File: src/rtl/uaddr_pkg.sv
// Package: shared encodings for the microprogram address sequencer.
// Assumes the 2-bit branch and condition fields of the microinstruction.
package uaddr_pkg;

    typedef enum logic [1:0] {
        BR_JUMP = 2'b00,
        BR_CALL = 2'b01,
        BR_RET  = 2'b10,
        BR_MAP  = 2'b11
    } br_code_e;

    typedef enum logic [1:0] {
        COND_ALWAYS = 2'b00,
        COND_IND    = 2'b01,
        COND_SIGN   = 2'b10,
        COND_ZERO   = 2'b11
    } cond_e;

    typedef enum logic [1:0] {
        SRC_INC   = 2'b00,
        SRC_FIELD = 2'b01,
        SRC_RET   = 2'b10,
        SRC_MAP   = 2'b11
    } src_e;

endpackage

File: src/rtl/uaddr_cond_mux.sv
// Module: uaddr_cond_mux
// Reduces the status inputs to one test bit, chosen by the condition field.
// Assumes the status bits are stable during the cycle in which they are used.
module uaddr_cond_mux
    import uaddr_pkg::*;
(
    input  logic       clk,
    input  logic       rst_n,
    input  logic [1:0] cond_sel,
    input  logic       ind_bit,
    input  logic       acc_sign,
    input  logic       acc_zero,
    output logic       test_bit
);

    logic [3:0] cand;

    // Gather the four candidate test sources, indexed by code.
    always_comb begin
        cand          = '0;
        cand[COND_ALWAYS] = 1'b1;
        cand[COND_IND]    = ind_bit;
        cand[COND_SIGN]   = acc_sign;
        cand[COND_ZERO]   = acc_zero;
        test_bit      = cand[cond_sel];
    end

    // each code routes its own status source.
    a_r2_always: assert property (@(posedge clk) disable iff (!rst_n)
        (cond_sel == COND_ALWAYS) |-> test_bit);
    a_r2_ind: assert property (@(posedge clk) disable iff (!rst_n)
        (cond_sel == COND_IND) |-> (test_bit == ind_bit));
    a_r2_sign: assert property (@(posedge clk) disable iff (!rst_n)
        (cond_sel == COND_SIGN) |-> (test_bit == acc_sign));
    a_r2_zero: assert property (@(posedge clk) disable iff (!rst_n)
        (cond_sel == COND_ZERO) |-> (test_bit == acc_zero));

endmodule

File: src/rtl/uaddr_input_logic.sv
// Module: uaddr_input_logic
// Turns the branch code and test bit into the source select and the
// return-store push and pop strobes. Pure combinational logic.
module uaddr_input_logic
    import uaddr_pkg::*;
(
    input  logic       clk,
    input  logic       rst_n,
    input  logic [1:0] br_code,
    input  logic       test_bit,
    output logic [1:0] src_sel,
    output logic       push,
    output logic       pop
);

    // Sum-of-products select and load equations.
    always_comb begin
        src_sel[1] = br_code[1];
        src_sel[0] = (~br_code[1] & test_bit) | (br_code[1] & br_code[0]);
        push       = ~br_code[1] & br_code[0] & test_bit;
        pop        = br_code[1] & ~br_code[0];
    end

    // a push only comes with a target-field load.
    a_r9_push_with_field: assert property (@(posedge clk) disable iff (!rst_n)
        push |-> (src_sel == SRC_FIELD));
    // push and pop never coincide.
    a_r9_no_push_pop: assert property (@(posedge clk) disable iff (!rst_n)
        !(push && pop));
    // a return always selects the return store.
    a_r5_ret_select: assert property (@(posedge clk) disable iff (!rst_n)
        (br_code == BR_RET) |-> (src_sel == SRC_RET));
    // map selects the opcode path regardless of the test bit.
    a_r6_map_select: assert property (@(posedge clk) disable iff (!rst_n)
        (br_code == BR_MAP) |-> (src_sel == SRC_MAP));

endmodule

File: src/rtl/uaddr_ret_store.sv
// Module: uaddr_ret_store
// Holds subroutine return addresses. DEPTH = 1 gives a single register that
// a pop leaves untouched. DEPTH > 1 gives a circular LIFO that wraps with no
// overflow or underflow detection. Assumes push and pop are never both high.
module uaddr_ret_store #(
    parameter int ADDR_W = 7,
    parameter int DEPTH  = 1
) (
    input  logic              clk,
    input  logic              rst_n,
    input  logic              push,
    input  logic              pop,
    input  logic [ADDR_W-1:0] push_val,
    output logic [ADDR_W-1:0] top
);

    generate
        if (DEPTH == 1) begin : g_single
            logic [ADDR_W-1:0] ret_q;

            // Capture the return address on a push.
            always_ff @(posedge clk) begin
                if (!rst_n)    ret_q <= '0;
                else if (push) ret_q <= push_val;
            end

            assign top = ret_q;

            // a pop keeps the single stored value.
            a_r8_pop_keeps: assert property (@(posedge clk) disable iff (!rst_n)
                (pop && !push) |=> (top == $past(top)));
        end else begin : g_stack
            localparam int PW = $clog2(DEPTH);
            localparam logic [PW-1:0] LAST = PW'(DEPTH - 1);

            logic [ADDR_W-1:0] mem_q [DEPTH];
            logic [PW-1:0]     ptr_q;
            logic [PW-1:0]     ptr_up;
            logic [PW-1:0]     ptr_dn;

            // Circular neighbours of the pointer.
            always_comb begin
                ptr_up = (ptr_q == LAST) ? '0 : ptr_q + PW'(1);
                ptr_dn = (ptr_q == '0) ? LAST : ptr_q - PW'(1);
            end

            // Move the pointer and write the pushed entry.
            always_ff @(posedge clk) begin
                if (!rst_n) begin
                    ptr_q <= '0;
                    for (int i = 0; i < DEPTH; i++) mem_q[i] <= '0;
                end else if (push) begin
                    mem_q[ptr_q] <= push_val;
                    ptr_q        <= ptr_up;
                end else if (pop) begin
                    ptr_q <= ptr_dn;
                end
            end

            assign top = mem_q[ptr_dn];

            // after a push the top of the stack is the pushed value.
            a_r8_push_top: assert property (@(posedge clk) disable iff (!rst_n)
                push |=> (top == $past(push_val)));
        end
    endgenerate

endmodule

File: src/rtl/uaddr_src_mux.sv
// Module: uaddr_src_mux
// Four-way next-address multiplexer, with the select encoding from the package.
module uaddr_src_mux
    import uaddr_pkg::*;
#(
    parameter int ADDR_W = 7
) (
    input  logic [1:0]        src_sel,
    input  logic [ADDR_W-1:0] inc_addr,
    input  logic [ADDR_W-1:0] field_addr,
    input  logic [ADDR_W-1:0] ret_addr,
    input  logic [ADDR_W-1:0] map_addr,
    output logic [ADDR_W-1:0] next_addr
);

    // Pick the source of the next control address.
    always_comb begin
        unique case (src_sel)
            SRC_INC:   next_addr = inc_addr;
            SRC_FIELD: next_addr = field_addr;
            SRC_RET:   next_addr = ret_addr;
            default:   next_addr = map_addr;
        endcase
    end

endmodule

File: src/rtl/uaddr_sequencer.sv
// Module: uaddr_sequencer (top)
// Control address register with its next-address logic: condition mux,
// input logic, incrementer, opcode mapping, return store and source mux.
// Assumes the microinstruction fields belong to the word addressed by car_addr.
// Needs ADDR_W >= OPC_W + 3, because mapping places a 0, the opcode and two 0s.
module uaddr_sequencer
    import uaddr_pkg::*;
#(
    parameter int ADDR_W     = 7,
    parameter int OPC_W      = 4,
    parameter int RET_DEPTH  = 1,
    parameter int RESET_ADDR = 64
) (
    input  logic              clk,
    input  logic              rst_n,
    input  logic [1:0]        cond_sel,
    input  logic [1:0]        br_code,
    input  logic [ADDR_W-1:0] jump_addr,
    input  logic              ind_bit,
    input  logic              acc_sign,
    input  logic              acc_zero,
    input  logic [OPC_W-1:0]  opcode,
    output logic [ADDR_W-1:0] car_addr
);

    localparam int MAP_PAD_HI = ADDR_W - OPC_W - 2;
    localparam logic [ADDR_W-1:0] RST_VAL = ADDR_W'(RESET_ADDR);

    logic              test_bit;
    logic [1:0]        src_sel;
    logic              push;
    logic              pop;
    logic [ADDR_W-1:0] car_q;
    logic [ADDR_W-1:0] inc_addr;
    logic [ADDR_W-1:0] map_addr;
    logic [ADDR_W-1:0] ret_top;
    logic [ADDR_W-1:0] next_addr;

    uaddr_cond_mux u_cond (
        .clk      (clk),
        .rst_n    (rst_n),
        .cond_sel (cond_sel),
        .ind_bit  (ind_bit),
        .acc_sign (acc_sign),
        .acc_zero (acc_zero),
        .test_bit (test_bit)
    );

    uaddr_input_logic u_inlog (
        .clk      (clk),
        .rst_n    (rst_n),
        .br_code  (br_code),
        .test_bit (test_bit),
        .src_sel  (src_sel),
        .push     (push),
        .pop      (pop)
    );

    // Incrementer (wraps at the top) and opcode-to-routine mapping.
    always_comb begin
        inc_addr = car_q + ADDR_W'(1);
        map_addr = {{MAP_PAD_HI{1'b0}}, opcode, 2'b00};
    end

    uaddr_ret_store #(
        .ADDR_W (ADDR_W),
        .DEPTH  (RET_DEPTH)
    ) u_ret (
        .clk      (clk),
        .rst_n    (rst_n),
        .push     (push),
        .pop      (pop),
        .push_val (inc_addr),
        .top      (ret_top)
    );

    uaddr_src_mux #(
        .ADDR_W (ADDR_W)
    ) u_mux (
        .src_sel    (src_sel),
        .inc_addr   (inc_addr),
        .field_addr (jump_addr),
        .ret_addr   (ret_top),
        .map_addr   (map_addr),
        .next_addr  (next_addr)
    );

    // Control address register, reset to the fetch routine.
    always_ff @(posedge clk) begin
        if (!rst_n) car_q <= RST_VAL;
        else        car_q <= next_addr;
    end

    assign car_addr = car_q;

    // reset lands on the fetch routine.
    a_r1_reset_addr: assert property (@(posedge clk)
        !rst_n |=> (car_addr == RST_VAL));
    // a taken jump or call loads the target field.
    a_r3_taken: assert property (@(posedge clk) disable iff (!rst_n)
        ((br_code == BR_JUMP || br_code == BR_CALL) && test_bit)
        |=> (car_addr == $past(jump_addr)));
    // a jump or call that is not taken steps by one.
    a_r3_not_taken: assert property (@(posedge clk) disable iff (!rst_n)
        ((br_code == BR_JUMP || br_code == BR_CALL) && !test_bit)
        |=> (car_addr == ADDR_W'($past(car_addr) + 1)));
    // a taken call leaves the return address on top.
    a_r4_call_saves: assert property (@(posedge clk) disable iff (!rst_n)
        (br_code == BR_CALL && test_bit)
        |=> (ret_top == ADDR_W'($past(car_addr) + 1)));
    // a return loads the stored address.
    a_r5_return: assert property (@(posedge clk) disable iff (!rst_n)
        (br_code == BR_RET) |=> (car_addr == $past(ret_top)));
    // map loads the opcode routine start.
    a_r6_map: assert property (@(posedge clk) disable iff (!rst_n)
        (br_code == BR_MAP)
        |=> (car_addr == {{MAP_PAD_HI{1'b0}}, $past(opcode), 2'b00}));
    // stepping from the top address wraps to zero.
    a_r7_wrap: assert property (@(posedge clk) disable iff (!rst_n)
        (src_sel == SRC_INC && car_addr == '1) |=> (car_addr == '0));

endmodule

File: config.mk
export PLATFORM = sky130hd
export DESIGN_NAME = uaddr_sequencer
export DESIGN_NICKNAME = d
export VERILOG_FILES = /design/src/rtl/uaddr_pkg.sv /design/src/rtl/uaddr_cond_mux.sv /design/src/rtl/uaddr_input_logic.sv /design/src/rtl/uaddr_ret_store.sv /design/src/rtl/uaddr_src_mux.sv /design/src/rtl/uaddr_sequencer.sv
export SDC_FILE = /design/constraint.sdc
export NUM_CORES = 1
export LEC_CHECK = 0
export ABC_AREA = 1
export ABC_CLOCK_PERIOD_IN_PS = 1400
export BUFFER_PORTS_ARGS = -buffer_cell sky130_fd_sc_hd__buf_2
export CORE_UTILIZATION = 25
export DETAILED_ROUTE_END_ITERATION = 16
export MAX_ROUTING_LAYER = met4
export PLACE_DENSITY = 0.47
export SLEW_MARGIN = 25
export SYNTH_ARGS = -nofsm -noshare
export SYNTH_HDL_FRONTEND = slang
export SYNTH_SLANG_ARGS = --single-unit
export TNS_END_PERCENT = 50
File: constraint.sdc
create_clock -name clk -period 1.4 [get_ports clk]
set_input_delay 0.21 -clock clk [delete_from_list [all_inputs] [get_ports clk]]
set_output_delay 0.21 -clock clk [all_outputs]
set_load 0.05 [all_outputs]
---- Word-level counts from Yosys, hierarchy flattened ----
Index checks and enable logic that the tools add are counted.
word-level totals
  register bits after elaboration ......... 14
  bits of input ports ..................... 20
  output and inout port bits .............. 7
  word-level logic and storage cells ...... 16
operators by class
  add/sub/neg operators ................... 1
  $lt $le $gt $ge ......................... 1
  equality and inequality tests ........... 2
  mux-type cells .......................... 3
  bitwise gates (word level) .............. 6
  reductions and logical operators ........ 1
operators by type and width
  cell                                                number
  case mux 7 bit (3 select lines)                     1
  adder 7 x 1 -> 7 bit, second input constant         1
  AND 1 bit                                           4
  < comparator 2 x 3 -> 1 bit, second input constant  1
  binary-select mux 1 bit (select 2 bit)              1
  == test 2 x 1 -> 1 bit, second input constant       1
  == test 2 bit, second input constant                1
  zero test 2 bit                                     1
  2-to-1 mux 1 bit                                    1
  NOT 1 bit                                           1
  bitwise OR 1 bit                                    1

---- Depth between registers and ports, before layout ----
Gate-level depths: netlist of run 1.
  word-level depth ........................ 6
  gate-level depth with buffers ........... 9
  mapped depth without buffers ............ 9

---- Hierarchy ----
A second synthesis of run 1 with hierarchy kept.
second synthesis, totals
  cell total of the unflattened synthesis .. 145
  area total of the unflattened synthesis .. 899.6 sq um
modules (own cells, without submodules)
  module             times used  cells an instance  area each (sq um)  sequential area each (sq um)
  uaddr_sequencer    1           44                 325.3              140.1
  uaddr_ret_store    1           43                 282.8              140.1
  uaddr_src_mux      1           42                 214.0              0.0
  uaddr_cond_mux     1           8                  38.8               0.0
  uaddr_input_logic  1           8                  38.8               0.0

---- Least setup slack after synthesis of run 1 ----
Ideal clock, no wire load.
  kind .................................... register to register
  start ................................... register car_q[0], in the netlist car_addr[0]
  end ..................................... register car_q[6], in the netlist car_addr[6]
  setup time .............................. 0.122 ns
  data arrival time ....................... 1.520 ns
  data required time ...................... 1.278 ns
  setup slack ............................. -0.243 ns
  stages on the path, launching flop included .. 7
  path buffers ............................ 0
  period minus slack after synthesis ...... 1.643 ns
  path through ............................ dfxtp_1 ha_1 nand4_1 o21ai_0 nand2_1 nand2_1 nand3b_1
between the ends
  cells in the longest elaborated chain, start to end .. 2
RTL lines
  what                             RTL line               RTL
  start, declared                  uaddr_sequencer.sv:33  logic [ADDR_W-1:0] car_q;
  start signal, assigned           uaddr_sequencer.sv:91  else car_q <= next_addr;
  adder 7 x 1 -> 7 bit             uaddr_sequencer.sv:61  inc_addr = car_q + ADDR_W'(1);
  case mux 7 bit (3 select lines)  uaddr_src_mux.sv:18    unique case (src_sel)
No other way between the ends.
A chain may end at the register's enable or synchronous reset.

---- Worst setup path after layout of run 1 ----
  start ................................... register car_q[0], in the netlist car_addr[0]
  end ..................................... register car_q[4], in the netlist car_addr[4]
Same word-level chain as after synthesis.

==> impl_metrics.py, run 1 <==
metrics = {
    "run_status": {
        "status": "complete, no violations",
    },
    "floorplanning": {
        "dieArea_sq_mm": 0.003651,
        "fp.dieH_microns": 60.43,
        "start_util_pct": 27.06,
        "fp.coreArea_sq_mm": 0.003153,
        "die_x_microns": 60.43,
        "row_count": 20,
        "io_pins": 27,
    },
    "run": {
        "cap_violations": 0,
    },
    "synth": {
        "yosysSeqAreaShare_pct": 32.84,
        "synthTopCellsByCount": "nand2_1 (24), nor2_1 (16), inv_1 (15)",
        "yosysMostFrequentCell": "nand2_1",
        "synthesis.nets": 147,
        "synth_area_per_cell_sq_um": 6.772,
        "yosysWarnings": 0,
        "synth_edf_count": 0,
        "ys_ff_latch": 14,
        "synth_top_cell_by_area": "dfxtp_1",
        "syn_area_sq_um": 853.3,
        "ys_top_cells_by_area": "dfxtp_1 (33%), nand2_1 (11%), nor2_1 (7.0%), inv_1 (6.6%), nand4_1 (6.6%)",
        "synth_cell_types": 24,
        "ys.flop_type": "dfxtp_1",
        "ys_async_sr_fraction_pct": 0,
        "synth_cells": 126,
        "yosysTopAreaCellShare_pct": 32.84,
    },
    "cts": {
        "h-tree-depth": 1,
        "cts_tree": "yes",
        "numCtsBuffers": 3,
        "cts.path.max_buffers": 2,
        "cts.sinks": 14,
        "clk_pin_slew_ns": 0.08,
        "clockRootBuffer": "clkbuf_4",
        "clkLatencyLatePin_ns": 0.27,
    },
    "placed_design": {
        "gp_congestion": 0.8724,
        "place_area_sq_mm": 0.001044,
        "port_buffers": 26,
        "dpl.hpwl_microns": 1770,
    },
    "sta": {
        "finalHoldViolations": 0,
        "fin_skew_ns": 0.001913,
        "timing.fmax_mhz": 788.5,
        "max_slew_margin_pct": 79.30,
        "fin_crit_ns": 1.268,
        "drv_slew": 0,
        "finalSetupViolations": 0,
        "worstMarginPinSlew_ns": 0.3095,
        "tns_ns": 0,
        "fin_crit_sh_pct": 90.59,
    },
    "power_and_ir_drop": {
        "power.switching_uw": 319.3,
        "power_density_mw_per_mm2": 869.8,
        "combinationalPowerShare_pct": 27.9,
        "p_leak_nw": 0.5678,
        "power_uw": 944.6,
        "p_clk_share_pct": 24.2,
        "p_sw_share_pct": 33.80,
        "p_int_uw": 625.3,
        "power_frac_seq_pct": 47.9,
        "ir_drop_uv": 450.4,
    },
    "final_layout": {
        "final_util_pct": 34.44,
        "area_growth_pct": 27.27,
        "final_layout_size_suffix_gt1_share_pct": 32.69,
        "num-fill-cells": 358,
        "postLayoutCellArea_sq_mm": 0.001086,
        "antenna_cells": 0,
        "nNetsFinal": 178,
    },
    "detailed_routing": {
        "routed-wl-met3_microns": 107,
        "wl_per_cell_microns": 10.75,
        "via_count": 869,
        "via_per_inst": 4.345,
        "top_layer_used": "met4",
        "routed_wl_microns": 2149,
        "drcViolationCount": 0,
        "drtIter0Drc": 33,
        "wl_met1_microns": 946,
        "wl_met2_microns": 1079,
        "drt_pass1_iterations": 4,
        "postRouteAntennaNets": 0,
    },
    "setup_path": {
        "ff2ff_setup_slack_ns": 0.13,
        "cp_data_required_time_ns": 1.58,
        "path_class": "flop to flop",
        "crit_fanout": 4,
        "cp.arrival_ns": 1.45,
        "worst_setup_path_end_kind": "flop",
        "startpoint_type": "flop",
    },
    "global_routing": {
        "grt_max_degree": 14,
        "antenna_found_initial": 0,
        "grt_pass1_vias": 815,
        "grt_remaining_overflow": 0,
        "grt_pass1_wl_microns": 3539,
        "grt_use_total_pct": 13.65,
    },
    "min_path": {
        "min_path_type": "primary input to flop",
    },
}
-- metal layers --
layer | up-vias | GRT usage, %
met1 | 378 | 15.21
met2 | 21 | 24.18
met4 | 0 | 1.948
met5 | - | -
li1 | 468 | -
met3 | 2 | 4.478
-- worst paths after layout --
| check | from | to | cells past startpoint |
|---|---|---|---|
| max | car_addr[0]$_SDFF_PN0_ | car_addr[4]$_SDFF_PN0_ | 8 |
| min | opcode[1] | car_addr[3]$_SDFF_PN0_ | 3 |
| max reg2reg | car_addr[0]$_SDFF_PN0_ | car_addr[4]$_SDFF_PN0_ | 8 |
| min reg2reg | u_ret.top[3]$_SDFFE_PN0P_ | u_ret.top[3]$_SDFFE_PN0P_ | 2 |
-- critical path: stages (launching register included) --
cell     delay, ns
dfxtp_4       0.37
ha_2          0.20
nand4_1       0.15
nand2_1       0.12
inv_1         0.07
nand3_1       0.08
nand3_1       0.08
nand2_1       0.07
inv_1         0.03
-- power groups by stage --
stage	Sequential, mW	Combinational [mW]	Clock (mW)
finish	0.453	0.263	0.229
global route	0.457	0.292	0.261
CTS	0.453	0.258	0.245
detailed placement	0.462	0.257	0
global placement	0.460	0.257	0
floorplan	0.510	0.126	0
-- layout make-up --
type	count	area, sq um	share of cell area, %
Tap cell	44	55.05	5.069
Timing Repair Buffer	28	145.1	13.36
Inverter	20	80.08	7.373
Clock buffer	4	26.28	2.419
Sequential cell	14	287.8	26.50
Multi-Input combinational cell	90	491.7	45.28
-- timing repair --
action                     CTS  global route
gates resized for setup      0             4
hold buffers                 0             0
setup endpoints to repair    0             2
setup buffers                0             1
-- metrics by stage --
| step | hold slack, ns | cells | setup WS [ns] |
|---|---|---|---|
| final | 0.2361 | 200 | 0.1318 |
| after detailed placement | 0.4879 | 195 | 0.1351 |
| after CTS | 0.2299 | 199 | 0.1189 |
| after global routing | 0.2324 | 200 | -0.03298 |
| after floorplan | 0.3409 | 126 | 0.008475 |
| after global placement | 0.4795 | 195 | 0.1735 |
-- cell families after synthesis --
family,share of synthesized area (%)
xor+xnor,2.053
fa+ha+maj,1.466
compound gates,10.41
flops,32.84
buf+inv,10.56
simple gates,42.67
-- cells in the final DEF, fill, tap and decap left out, types with 2 or more instances in the layout --
cell / n
a21oi_1: 2
buf_2: 26
buf_4: 2
clkbuf_4: 3
clkinv_1: 2
dfxtp_1: 10
dfxtp_2: 3
inv_1: 15
inv_2: 2
nand2_1: 23
nand2_2: 2
nand3_1: 11
nand4_1: 9
nor2_1: 16
nor2_2: 3
o21ai_0: 6
o21ai_1: 7
xor2_1: 2
-- sequential cells by signal, summed over array words and instances (netlist names) --
name and flops:
u_ret.top 7, car_addr 7
Power figures use the tool's default switching activity.
==> run 2: changes to the inputs <==
CTS_CLUSTER_DIAMETER = 50   (was not set)
PLACE_DENSITY = not set   (was 0.47)
REMOVE_ABC_BUFFERS = 1   (was not set)
==> run 2 against run 1 <==
Die area stayed put. Non-clock buffer count increased by 2. Hold slack lost 0.037 ns. First-iteration DRC count decreased by 73%. Largest power group unchanged. Critical path depth shrank 6.
==> impl_metrics.py, run 2 (synthesis gave the netlist of run 1 again) <==
metrics = {
    "final_layout": {
        "antenna_cells": 0,
        "mostFrequentLayoutCell": "buf_2",
        "layout_common_cells": "buf_2 (26), nand2_1 (23), nor2_1 (16), inv_1 (15), dfxtp_1 (13)",
        "final_util_pct": 34.92,
        "area_growth_pct": 29.03,
        "regArea_sq_um": 281.5,
        "nNetsFinal": 180,
        "multi_input_area_sq_um": 488.0,
        "num-fill-cells": 348,
        "fin_cells": 202,
        "final_layout_size_suffix_gt1_share_pct": 31.65,
    },
    "floorplanning": {
        "dieArea_sq_mm": 0.003651,
        "fp.coreArea_sq_mm": 0.003153,
        "die_x_microns": 60.43,
        "row_count": 20,
        "io_pins": 27,
        "fp.dieH_microns": 60.43,
        "start_util_pct": 27.06,
    },
    "setup_path": {
        "startpoint_type": "flop",
        "cp_top_family": "buffers and inverters",
        "critPathMaxStageDelay_ns": 0.36,
        "crit_fanout": 5,
        "worst_setup_path_end_kind": "output pin",
        "path_class": "flop to output pin",
        "slowest_stage": "dfxtp_1",
        "cp_data_required_time_ns": 1.19,
        "cp.arrival_ns": 1.04,
        "worstPathCellList": "buf_4 -> buf_2",
        "critPathBufInv": 2,
    },
    "cts": {
        "cts_tree": "yes",
        "cts.path.max_buffers": 2,
        "h-tree-depth": 1,
        "cts_setup_buffers": 0,
        "clockRootBuffer": "clkbuf_4",
        "cts.sinks": 14,
        "clkLatencyLatePin_ns": 0.29,
        "numCtsBuffers": 3,
        "clk_pin_slew_ns": 0.09,
    },
    "run": {
        "cap_violations": 0,
    },
    "sta": {
        "fin_crit_sh_pct": 89.51,
        "finalSetupViolations": 0,
        "timing.fmax_mhz": 798.0,
        "fin_crit_ns": 1.253,
        "rsz0062_at_grt": "false",
        "tns_ns": 0,
        "fin_skew_ns": 0.008476,
        "max_slew_margin_pct": 83.19,
        "drv_slew": 0,
        "worstMarginPinSlew_ns": 0.2539,
        "finalHoldViolations": 0,
    },
    "placed_design": {
        "dp.cells": 198,
        "port_buffers": 26,
        "gp_congestion": 0.8443,
        "dpl.hpwl_microns": 1679,
    },
    "detailed_routing": {
        "via_per_inst": 4.342,
        "drcViolationCount": 0,
        "postRouteAntennaNets": 0,
        "drt_pass1_iterations": 4,
        "routed_wl_microns": 2112,
        "wl_per_cell_microns": 10.46,
        "drtIter0Drc": 9,
        "via_count": 877,
    },
    "global_routing": {
        "grt_pass1_wl_microns": 3684,
        "grt_max_degree": 14,
        "grt_remaining_overflow": 0,
        "grt_pass1_vias": 832,
        "antenna_found_initial": 0,
        "grt_use_total_pct": 13.98,
    },
    "run_status": {
        "status": "complete, no violations",
    },
    "power_and_ir_drop": {
        "p_leak_nw": 0.5805,
        "power_mw": 1.022,
        "ir_drop_uv": 630.7,
        "power_density_mw_per_mm2": 927.9,
    },
    "min_path": {
        "min_path_type": "primary input to flop",
    },
}
-- run 2: changes by cell type in the layout (fill, tap and decap cells not counted), sizes merged --
cell  delta
buf      +2
-- run 2: final timing paths --
check | depth (start not counted) | slack, ns | startpoint | to
setup / recovery | 2 | 0.15 | car_addr[0]$_SDFF_PN0_ | car_addr[0]
hold / removal | 3 | 0.20 | opcode[1] | car_addr[3]$_SDFF_PN0_
setup reg to reg | 6 | 0.17 | car_addr[0]$_SDFF_PN0_ | car_addr[6]$_SDFF_PN1_
hold reg to reg | 2 | 0.50 | u_ret.top[5]$_SDFFE_PN0P_ | u_ret.top[5]$_SDFFE_PN0P_
-- run 2: per-layer routing --
layer  GRT usage, %  part of all wire [%]  up-vias
met3          3.838                   7.4        2
met5              -                     0        -
li1               -                     -      473
met4          3.896                  0.47        0
met2          20.41                    43       21
met1          18.88                    49      381
-- run 2: worst reg2reg max path: stages (launching register included) --
cell and delay, ns:
dfxtp_1 0.36, ha_2 0.21, nand4_1 0.14, o21ai_1 0.19
nand2_2 0.09, nand2_1 0.06, nand3b_1 0.07
-- run 2: through the flow --
step / cell area [sq um] / setup slack, ns / hold WS (ns)
finish: 1101 / 0.1469 / 0.1989
global route: 1101 / 0.01040 / 0.2027
CTS: 1095 / 0.09314 / 0.1964
detailed placement: 1059 / 0.1159 / 0.4878
global placement: 1059 / 0.1736 / 0.4792
floorplan: 843.3 / -0.2425 / 0.2961
-- run 2: layout make-up --
type | instances | area share, %
Sequential cell | 14 | 25.57
Timing Repair Buffer | 30 | 14.55
Clock buffer | 4 | 3.295
Tap cell | 44 | 5.000
Multi-Input combinational cell | 90 | 44.32
Inverter | 20 | 7.273
-- run 2: where the power goes --
part / total (mW) / internal [mW] / switching [mW]
clock: 0.306 / 0.159 / 0.147
combinational: 0.267 / 0.0897 / 0.178
sequential: 0.449 / 0.427 / 0.0212
-- run 2: timing repair --
action,in CTS,in global routing
hold buffers,0,0
endpoints found under the setup margin,0,2
resized for setup,0,4
==> run 3: changes to the inputs <==
CORE_UTILIZATION = 49   (was 25)
PLACE_DENSITY = 0.77   (was not set)
==> run 3 against run 2 <==
Sequential share of layout area grew 1.2 points. Highest routed layer unchanged. Sequential cell count is the same. Critical path type is now flop to flop. The flow now finishes with violations (design-rule violations). Utilization grew 32 points. Clock power shrank 5%. Wire length shrank 5.5%. Worst setup slack lost 0.0098 ns. Cell count shrank 15%. Non-clock buffer count shrank 2. Via count grew 0.68%. Largest cell class unchanged. Die area shrank 48%.
==> impl_metrics.py, run 3 (synthesis gave the netlist of run 1 again) <==
metrics = {
    "power_and_ir_drop": {
        "p_int_uw": 671.4,
        "power_mw": 1.001,
        "combinationalPowerShare_pct": 26.1,
        "p_sw_share_pct": 32.92,
        "p_leak_nw": 0.5704,
        "power_density_mw_per_mm2": 955.7,
        "power.switching_uw": 329.5,
        "power_frac_seq_pct": 44.8,
        "p_clk_share_pct": 29.1,
        "ir_drop_uv": 636.7,
    },
    "cts": {
        "clkLatencyLatePin_ns": 0.29,
        "clockRootBuffer": "clkbuf_4",
        "cts.path.max_buffers": 2,
        "cts_tree": "yes",
        "numCtsBuffers": 3,
        "h-tree-depth": 1,
        "clk_pin_slew_ns": 0.09,
        "cts.sinks": 14,
    },
    "floorplanning": {
        "dieArea_sq_mm": 0.001912,
        "row_count": 14,
        "fp.coreArea_sq_mm": 0.001559,
        "die_x_microns": 43.73,
        "fp.dieH_microns": 43.73,
        "start_util_pct": 54.74,
        "io_pins": 27,
    },
    "sta": {
        "max_slew_margin_pct": 83.52,
        "worstMarginPinSlew_ns": 0.2489,
        "fin_crit_sh_pct": 90.21,
        "drv_slew": 0,
        "finalHoldViolations": 0,
        "rsz0062_at_grt": "false",
        "fin_crit_ns": 1.263,
        "tns_ns": 0,
        "fin_skew_ns": 0.009318,
        "finalSetupViolations": 0,
        "timing.fmax_mhz": 791.8,
    },
    "detailed_routing": {
        "drt_pass1_iterations": 10,
        "routed_wl_microns": 1996,
        "via_per_inst": 5.134,
        "postRouteAntennaNets": 0,
        "drtIter0Drc": 23,
        "drcViolationCount": 2,
        "via_count": 883,
        "wl_per_cell_microns": 11.60,
    },
    "final_layout": {
        "nNetsFinal": 178,
        "fin_cells": 172,
        "area_growth_pct": 22.73,
        "layout_common_cells": "buf_2 (26), nand2_1 (24), nor2_1 (16), inv_1 (15), dfxtp_1 (14)",
        "final_layout_size_suffix_gt1_share_pct": 29.49,
        "final_util_pct": 67.18,
        "num-fill-cells": 148,
        "mostFrequentLayoutCell": "buf_2",
        "antenna_cells": 0,
    },
    "setup_path": {
        "cp_data_required_time_ns": 1.60,
        "r2r_end": "car_addr[4]$_SDFF_PN0_",
        "critPathMaxStageDelay_ns": 0.38,
        "cp.arrival_ns": 1.46,
        "worst_setup_path_end_kind": "flop",
        "slowest_stage": "dfxtp_1",
        "ff2ff_path_depth": 8,
        "startpoint_type": "flop",
        "ff2ff_setup_slack_ns": 0.14,
        "rr_startpoint": "car_addr[1]$_SDFF_PN0_",
        "worstPathCellList": "ha_2 -> nand4_1 -> nand2_1 -> inv_1 -> nand3_1 -> nand3_1 -> nand2_1 -> inv_1",
        "crit_end": "car_addr[4]$_SDFF_PN0_",
        "path_class": "flop to flop",
        "crit_fanout": 4,
        "startpoint": "car_addr[1]$_SDFF_PN0_",
    },
    "global_routing": {
        "grt_pass1_vias": 827,
        "antenna_found_initial": 0,
        "grt_max_degree": 14,
        "grt_use_total_pct": 26.54,
        "grt_pass1_wl_microns": 3615,
        "grt_remaining_overflow": 0,
    },
    "run_status": {
        "status": "complete, but fails checks",
        "violations": "design-rule violations",
    },
    "min_path": {
        "min_path_type": "primary input to flop",
    },
    "run": {
        "cap_violations": 0,
    },
    "placed_design": {
        "port_buffers": 26,
        "gp_congestion": 0.9127,
        "dpl.hpwl_microns": 1604,
        "dp.cells": 168,
    },
}
run 3: power by group through the flow:
stage | clock network, mW | registers (mW) | logic (mW)
2_1_floorplan | 0 | 0.509 | 0.122
3_3_place_gp | 0 | 0.456 | 0.255
3_5_place_dp | 0 | 0.458 | 0.259
4_1_cts | 0.303 | 0.449 | 0.260
5_1_grt | 0.324 | 0.453 | 0.290
6_report | 0.291 | 0.449 | 0.261
run 3: worst max-delay path: cells and delay by family (launching register included):
family	cells	cell delay (ns)
and+or+nand+nor	5	0.48
buffers and inverters	2	0.10
DFF	1	0.38
adders and majority gates	1	0.22
run 3: cell type report:
class / instances / area (sq um) / area share, %
multi-input combinational: 90 / 485.5 / 46.36
sequential: 14 / 280.3 / 26.76
tap: 16 / 20.02 / 1.912
timing repair buffer: 28 / 145.1 / 13.86
clock buffer: 4 / 36.28 / 3.465
inverter: 20 / 80.08 / 7.646
run 3: how the worst min path moves through the flow:
stage	end	startpoint	slack, ns	cells past startpoint
final	car_addr[3]$_SDFF_PN0_	opcode[1]	0.21	3
after global routing	car_addr[6]$_SDFF_PN1_	rst_n	0.23	2
after CTS	car_addr[3]$_SDFF_PN0_	opcode[1]	0.20	3
after detailed placement	u_ret.top[6]$_SDFFE_PN0P_	u_ret.top[6]$_SDFFE_PN0P_	0.48	2
after global placement	u_ret.top[5]$_SDFFE_PN0P_	u_ret.top[5]$_SDFFE_PN0P_	0.49	2
after floorplan	car_addr[6]$_SDFF_PN1_	rst_n	0.30	1
run 3: timing repair:
item                                    CTS  global route
resized for setup                         0             2
endpoints found under the hold margin     0             0
endpoints found under the setup margin    0             3
hold buffers                              0             0
buffers inserted                          0             0
run 3: metal layers:
metal  GRT usage (%)  share of wire [%]  vias to the layer above
met2           44.78                 51                       22
met5               -                  0                        -
met4           6.875               0.25                        0
li1                -                  -                      472
met1           29.64                 43                      387
met3           9.167                6.4                        2
run 3: through the flow:
step	worst slack [ns]	hold WS [ns]	cell area (sq um)
floorplan	-0.2425	0.2961	843.3
global placement	0.1655	0.4854	1008
detailed placement	0.1066	0.4823	1008
CTS	0.09279	0.1990	1045
global route	0.004910	0.2317	1047
finish	0.1371	0.2084	1047
